`config.mk`:
```
export PLATFORM = sky130hd
export DESIGN_NAME = ext_irq_sense
export DESIGN_NICKNAME = d
export VERILOG_FILES = /design/src/rtl/ext_irq_pkg.sv /design/src/rtl/eis_sync.sv /design/src/rtl/eis_edge_det.sv /design/src/rtl/eis_low_qual.sv /design/src/rtl/eis_full_chan.sv /design/src/rtl/eis_edge_chan.sv /design/src/rtl/ext_irq_sense.sv
export SDC_FILE = /design/constraint.sdc
export NUM_CORES = 1
export LEC_CHECK = 0
export BUFFER_PORTS_ARGS = -buffer_cell sky130_fd_sc_hd__buf_2
export CORE_MARGIN = 10
export CORE_UTILIZATION = 51
export DETAILED_ROUTE_END_ITERATION = 16
export GPL_TIMING_DRIVEN = 1
export PLACE_DENSITY = 0.73
export SYNTH_ARGS = -nofsm -noshare
export SYNTH_HDL_FRONTEND = slang
export SYNTH_SLANG_ARGS = --single-unit
```
`constraint.sdc`:
```
create_clock -name clk_i -period 1.89 [get_ports clk_i]
set_input_delay 0.2835 -clock clk_i [delete_from_list [all_inputs] [get_ports clk_i]]
set_output_delay 0.2835 -clock clk_i [all_outputs]
set_load 0.005 [all_outputs]
```
`src/rtl/ext_irq_pkg.sv`:
```
package ext_irq_pkg;
  typedef enum logic [1:0] {
    SENSE_LOW  = 2'b00,
    SENSE_ANY  = 2'b01,
    SENSE_FALL = 2'b10,
    SENSE_RISE = 2'b11
  } sense_e;
endpackage

```
`src/rtl/eis_sync.sv`:
```
module eis_sync #(
  parameter int unsigned WIDTH  = 3,
  parameter int unsigned STAGES = 2
) (
  input  logic             clk_i,
  input  logic             rst_ni,
  input  logic [WIDTH-1:0] d_i,
  output logic [WIDTH-1:0] q_o
);
  logic [WIDTH-1:0] stage_q [STAGES];

  always_ff @(posedge clk_i or negedge rst_ni) begin
    if (!rst_ni) begin
      for (int i = 0; i < STAGES; i++) stage_q[i] <= '1;
    end else begin
      stage_q[0] <= d_i;
      for (int i = 1; i < STAGES; i++) stage_q[i] <= stage_q[i-1];
    end
  end

  assign q_o = stage_q[STAGES-1];
endmodule

```
`src/rtl/eis_edge_det.sv`:
```
module eis_edge_det #(
  parameter int unsigned WIDTH = 3
) (
  input  logic             clk_i,
  input  logic             rst_ni,
  input  logic [WIDTH-1:0] lvl_i,
  output logic [WIDTH-1:0] prev_o,
  output logic [WIDTH-1:0] rise_o,
  output logic [WIDTH-1:0] fall_o
);
  logic [WIDTH-1:0] prev_q;

  always_ff @(posedge clk_i or negedge rst_ni) begin
    if (!rst_ni) prev_q <= '1;
    else         prev_q <= lvl_i;
  end

  assign prev_o = prev_q;
  assign rise_o = lvl_i & ~prev_q;
  assign fall_o = ~lvl_i & prev_q;
endmodule

```
`src/rtl/eis_low_qual.sv`:
```
module eis_low_qual #(
  parameter int unsigned WIDTH      = 2,
  parameter int unsigned LOW_CYCLES = 5
) (
  input  logic             clk_i,
  input  logic             rst_ni,
  input  logic [WIDTH-1:0] lvl_i,
  output logic [WIDTH-1:0] qual_o
);
  localparam int unsigned CNT_W = $clog2(LOW_CYCLES + 1);
  localparam logic [CNT_W-1:0] CNT_MAX = CNT_W'(LOW_CYCLES);

  for (genvar g = 0; g < WIDTH; g++) begin : g_cnt
    logic [CNT_W-1:0] cnt_q;

    always_ff @(posedge clk_i or negedge rst_ni) begin
      if (!rst_ni)             cnt_q <= '0;
      else if (lvl_i[g])       cnt_q <= '0;
      else if (cnt_q != CNT_MAX) cnt_q <= cnt_q + 1'b1;
    end

    assign qual_o[g] = (cnt_q == CNT_MAX);
  end
endmodule

```
`src/rtl/eis_full_chan.sv`:
```
module eis_full_chan
  import ext_irq_pkg::*;
(
  input  logic       clk_i,
  input  logic       rst_ni,
  input  logic       en_i,
  input  logic [1:0] sense_i,
  input  logic       rise_i,
  input  logic       fall_i,
  input  logic       qual_i,
  input  logic       clr_i,
  output logic       flag_o
);
  sense_e mode;
  logic   hit, flag_d, flag_q;

  assign mode = sense_e'(sense_i);

  always_comb begin
    unique case (mode)
      SENSE_ANY:  hit = rise_i | fall_i;
      SENSE_FALL: hit = fall_i;
      SENSE_RISE: hit = rise_i;
      default:    hit = 1'b0;
    endcase
  end

  always_comb begin
    if (!en_i)                  flag_d = 1'b0;
    else if (mode == SENSE_LOW) flag_d = qual_i;
    else                        flag_d = hit | (flag_q & ~clr_i);  // new edge beats clear
  end

  always_ff @(posedge clk_i or negedge rst_ni) begin
    if (!rst_ni) flag_q <= 1'b0;
    else         flag_q <= flag_d;
  end

  assign flag_o = flag_q;
endmodule

```
`src/rtl/eis_edge_chan.sv`:
```
module eis_edge_chan (
  input  logic clk_i,
  input  logic rst_ni,
  input  logic en_i,
  input  logic pol_rise_i,
  input  logic rise_i,
  input  logic fall_i,
  input  logic clr_i,
  output logic flag_o
);
  logic hit, flag_q;

  assign hit = pol_rise_i ? rise_i : fall_i;

  always_ff @(posedge clk_i or negedge rst_ni) begin
    if (!rst_ni)    flag_q <= 1'b0;
    else if (!en_i) flag_q <= 1'b0;
    else            flag_q <= hit | (flag_q & ~clr_i);
  end

  assign flag_o = flag_q;
endmodule

```
`src/rtl/ext_irq_sense.sv`:
```
module ext_irq_sense #(
  parameter int unsigned NUM_PINS    = 3,
  parameter int unsigned NUM_FULL    = 2,
  parameter int unsigned SYNC_STAGES = 2,
  parameter int unsigned LOW_CYCLES  = 5,
  localparam int unsigned NUM_EDGE   = NUM_PINS - NUM_FULL
) (
  input  logic                  clk_i,
  input  logic                  rst_ni,
  input  logic [NUM_PINS-1:0]   pin_i,
  input  logic [NUM_PINS-1:0]   en_i,
  input  logic [2*NUM_FULL-1:0] sense_full_i,
  input  logic [NUM_EDGE-1:0]   sense_edge_i,
  input  logic [NUM_PINS-1:0]   clr_i,
  output logic [NUM_PINS-1:0]   flag_o
);
  logic [NUM_PINS-1:0] pin_s, pin_q, rise, fall;
  logic [NUM_FULL-1:0] qual;

  eis_sync #(.WIDTH(NUM_PINS), .STAGES(SYNC_STAGES)) i_sync (
    .clk_i, .rst_ni, .d_i(pin_i), .q_o(pin_s)
  );

  eis_edge_det #(.WIDTH(NUM_PINS)) i_edge (
    .clk_i, .rst_ni, .lvl_i(pin_s), .prev_o(pin_q), .rise_o(rise), .fall_o(fall)
  );

  eis_low_qual #(.WIDTH(NUM_FULL), .LOW_CYCLES(LOW_CYCLES)) i_qual (
    .clk_i, .rst_ni, .lvl_i(pin_s[NUM_FULL-1:0]), .qual_o(qual)
  );

  for (genvar g = 0; g < NUM_PINS; g++) begin : g_chan
    if (g < NUM_FULL) begin : g_full
      eis_full_chan i_chan (
        .clk_i, .rst_ni,
        .en_i(en_i[g]), .sense_i(sense_full_i[2*g +: 2]),
        .rise_i(rise[g]), .fall_i(fall[g]), .qual_i(qual[g]),
        .clr_i(clr_i[g]), .flag_o(flag_o[g])
      );
    end else begin : g_edge
      eis_edge_chan i_chan (
        .clk_i, .rst_ni,
        .en_i(en_i[g]), .pol_rise_i(sense_edge_i[g-NUM_FULL]),
        .rise_i(rise[g]), .fall_i(fall[g]),
        .clr_i(clr_i[g]), .flag_o(flag_o[g])
      );
    end
  end
endmodule

```
==> impl_metrics.json <==
{
  "holdBufCountCts": 1,
  "crit_path_max_incr_delay_ps": 550,
  "ys_seq_area_frac": 0.559,
  "gr-total-overflow": 0,
  "start_kind": "register",
  "placedInstanceArea_um2": 913,
  "setup_viol": 0,
  "synth_area_um2": 826,
  "cts_tree": "done",
  "fin_crit_ps": 1460,
  "num_antenna_cells": 0,
  "place.gp.congestion": 0.685,
  "critPathTopFamily": "flip-flops",
  "status": "complete, no violations",
  "initial_utilization": 0.542,
  "finalClockSkew_ps": 7.63,
  "die_width_um": 60.2,
  "htreeDepth": 1,
  "drc": 0,
  "antenna_left": 0,
  "crit_type": "reg -> reg",
  "vias_per_cell": 4.94,
  "final_hold_viol_count": 0,
  "drt_iter0_markers": 4,
  "design.die.area_um2": 3630,
  "leakagePower_nw": 0.491,
  "routedWlPerCell_um": 12.1,
  "grt_pass1_vias": 566,
  "p_int_uw": 583,
  "area_growth_pct": 16.2,
  "dp.cells": 106,
  "nNetsFinal": 120,
  "cts_buffers": 3,
  "fin_cells": 111,
  "synth-seq-cells": 18,
  "netlist_instances": 75,
  "synth_area_per_cell_um2": 11.0,
  "clock_power_share": 0.303,
  "power.density_nw_per_um2": 789,
  "crit_start": "i_edge.prev_o[0]",
  "io_buffers": 18,
  "power.switching_uw": 174,
  "synth_nets": 99,
  "total_power_uw": 757,
  "comb_power_share": 0.115,
  "grt_max_degree": 19,
  "post-cts-setup-buffers": 0,
  "ys_warn_count": 0,
  "critPathSlowestCell": "dfstp_2",
  "min_path_type": "in -> reg",
  "ys_types": 18,
  "core_area_um2": 1520,
  "worstPathCellList": "inv_1, ha_1, or2_0, a21boi_1, o311a_1",
  "hp-start": "pin_i[0]",
  "required_ps": 2120,
  "postLayoutCellArea_um2": 960,
  "relSlewSlack": 0.744,
  "drive_gt1_frac": 0.326,
  "most-common-layout-cells": "buf_2 (18), nor2_1 (10), dfrtp_1 (9), dfstp_2 (9)",
  "slew_violations": 0,
  "grt_pass1_wl_mm": 2.26,
  "io_pins": 19,
  "peakVddDrop_mv": 0.485,
  "cts_resized": 0,
  "dr_total_vias": 548,
  "crit_buf_inv": 1,
  "end_kind": "register",
  "clock-sinks": 18,
  "hold_ws_ps": 87.8,
  "arrival_ps": 1690,
  "setup_tns_ps": 0,
  "power_frac_seq": 0.581,
  "antenna_found_initial": 0,
  "post-dp-hpwl_mm": 1.05,
  "num_rows": 14,
  "wirelength_mm": 1.34,
  "max_freq_mhz": 685,
  "die_h_um": 60.2,
  "p_sw_frac": 0.230,
  "period_share": 0.773,
  "worst_slew_pin_slew_ps": 384,
  "layout_commonest_cell": "buf_2",
  "drv_cap": 0,
  "path_max_fanout": 2,
  "track_usage": 0.0820,
  "rsz0062_at_grt": "false",
  "cts_root_buf": "clkbuf_4",
  "firstDrtPassIters": 4,
  "clock_path_buffers": 2,
  "clock_latency_ps": 290,
  "reg2reg_from": "i_edge.prev_o[0]",
  "clkTransAtPathRegs_ps": 100
}
-- Yosys cell counts (all sizes together) --
master,n,area (um^2)
a211oi,2,15.0
a21boi,2,15.0
a21oi,2,10.0
and3b,1,8.76
buf,3,22.5
dfrtp,9,225
dfstp,9,236
ha,8,100
inv,8,30.0
nand2,8,30.0
nor2,10,37.5
nor2b,3,18.8
nor3,2,10.0
nor3b,1,7.51
o311a,2,20.0
o31a,1,8.76
or2,2,12.5
xnor2,2,17.5
-- worst paths after layout --
path	end	slack, ps	cells after the start
max in group asynchronous	i_sync.q_o[0]	1130	2
setup / recovery	g_chan[0].g_full.i_chan.flag_o	430	5
setup reg to reg	g_chan[0].g_full.i_chan.flag_o	430	5
hold reg to reg	i_sync.q_o[2]	360	0
min in group asynchronous	i_qual.g_cnt[0].cnt_q[0]	430	2
hold / removal	i_sync.stage_q[3]	90	1
-- kinds of logic after synthesis --
family | after synthesis | share of synthesized area
buf+inv | 11 | 0.0636
compound gates | 9 | 0.0833
xor+xnor | 2 | 0.0212
simple gates | 27 | 0.152
flops | 18 | 0.559
fa+ha+maj | 8 | 0.121
-- registers in the layout, summed over array words and instances, names as in the netlist --
| signal | count |
|---|---|
| i_edge.prev_o | 3 |
| i_qual.g_cnt.cnt_q | 6 |
| g_chan.g_edge.i_chan.flag_o | 1 |
| g_chan.g_full.i_chan.flag_o | 2 |
| i_sync.q_o | 3 |
| i_sync.stage_q | 3 |
-- layout make-up --
cell class / count / area (um^2)
timing repair buffer: 19 / 100
inverter: 8 / 30.0
fill: 124 / 564
multi-input combinational: 46 / 312
clock buffer: 4 / 36.3
sequential: 18 / 462
tap: 16 / 20.0
-- routing by layer --
layer	global-route usage	share of wire	vias up
met2	0.141	0.51	11
met5	0	0	-
met4	0.0481	0.0060	0
met3	0.0297	0.065	2
li1	-	-	279
met1	0.0823	0.42	256
-- per-stage QoR --
stage / setup WS (ps) / util
final: 430 / 0.630
after global routing: 370 / 0.630
after CTS: 419 / 0.630
after detailed placement: 451 / 0.599
after global placement: 516 / 0.599
after floorplan: 541 / -
-- power by group through the flow --
stage	clock (mW)	combinational (mW)	sequential, mW
2_1_floorplan	0	0.0553	0.443
3_3_place_gp	0	0.0832	0.445
4_1_cts	0.239	0.0903	0.441
6_report	0.230	0.0874	0.440
5_1_grt	0.256	0.102	0.445
3_5_place_dp	0	0.0876	0.447
Power figures use the tool's default switching activity.
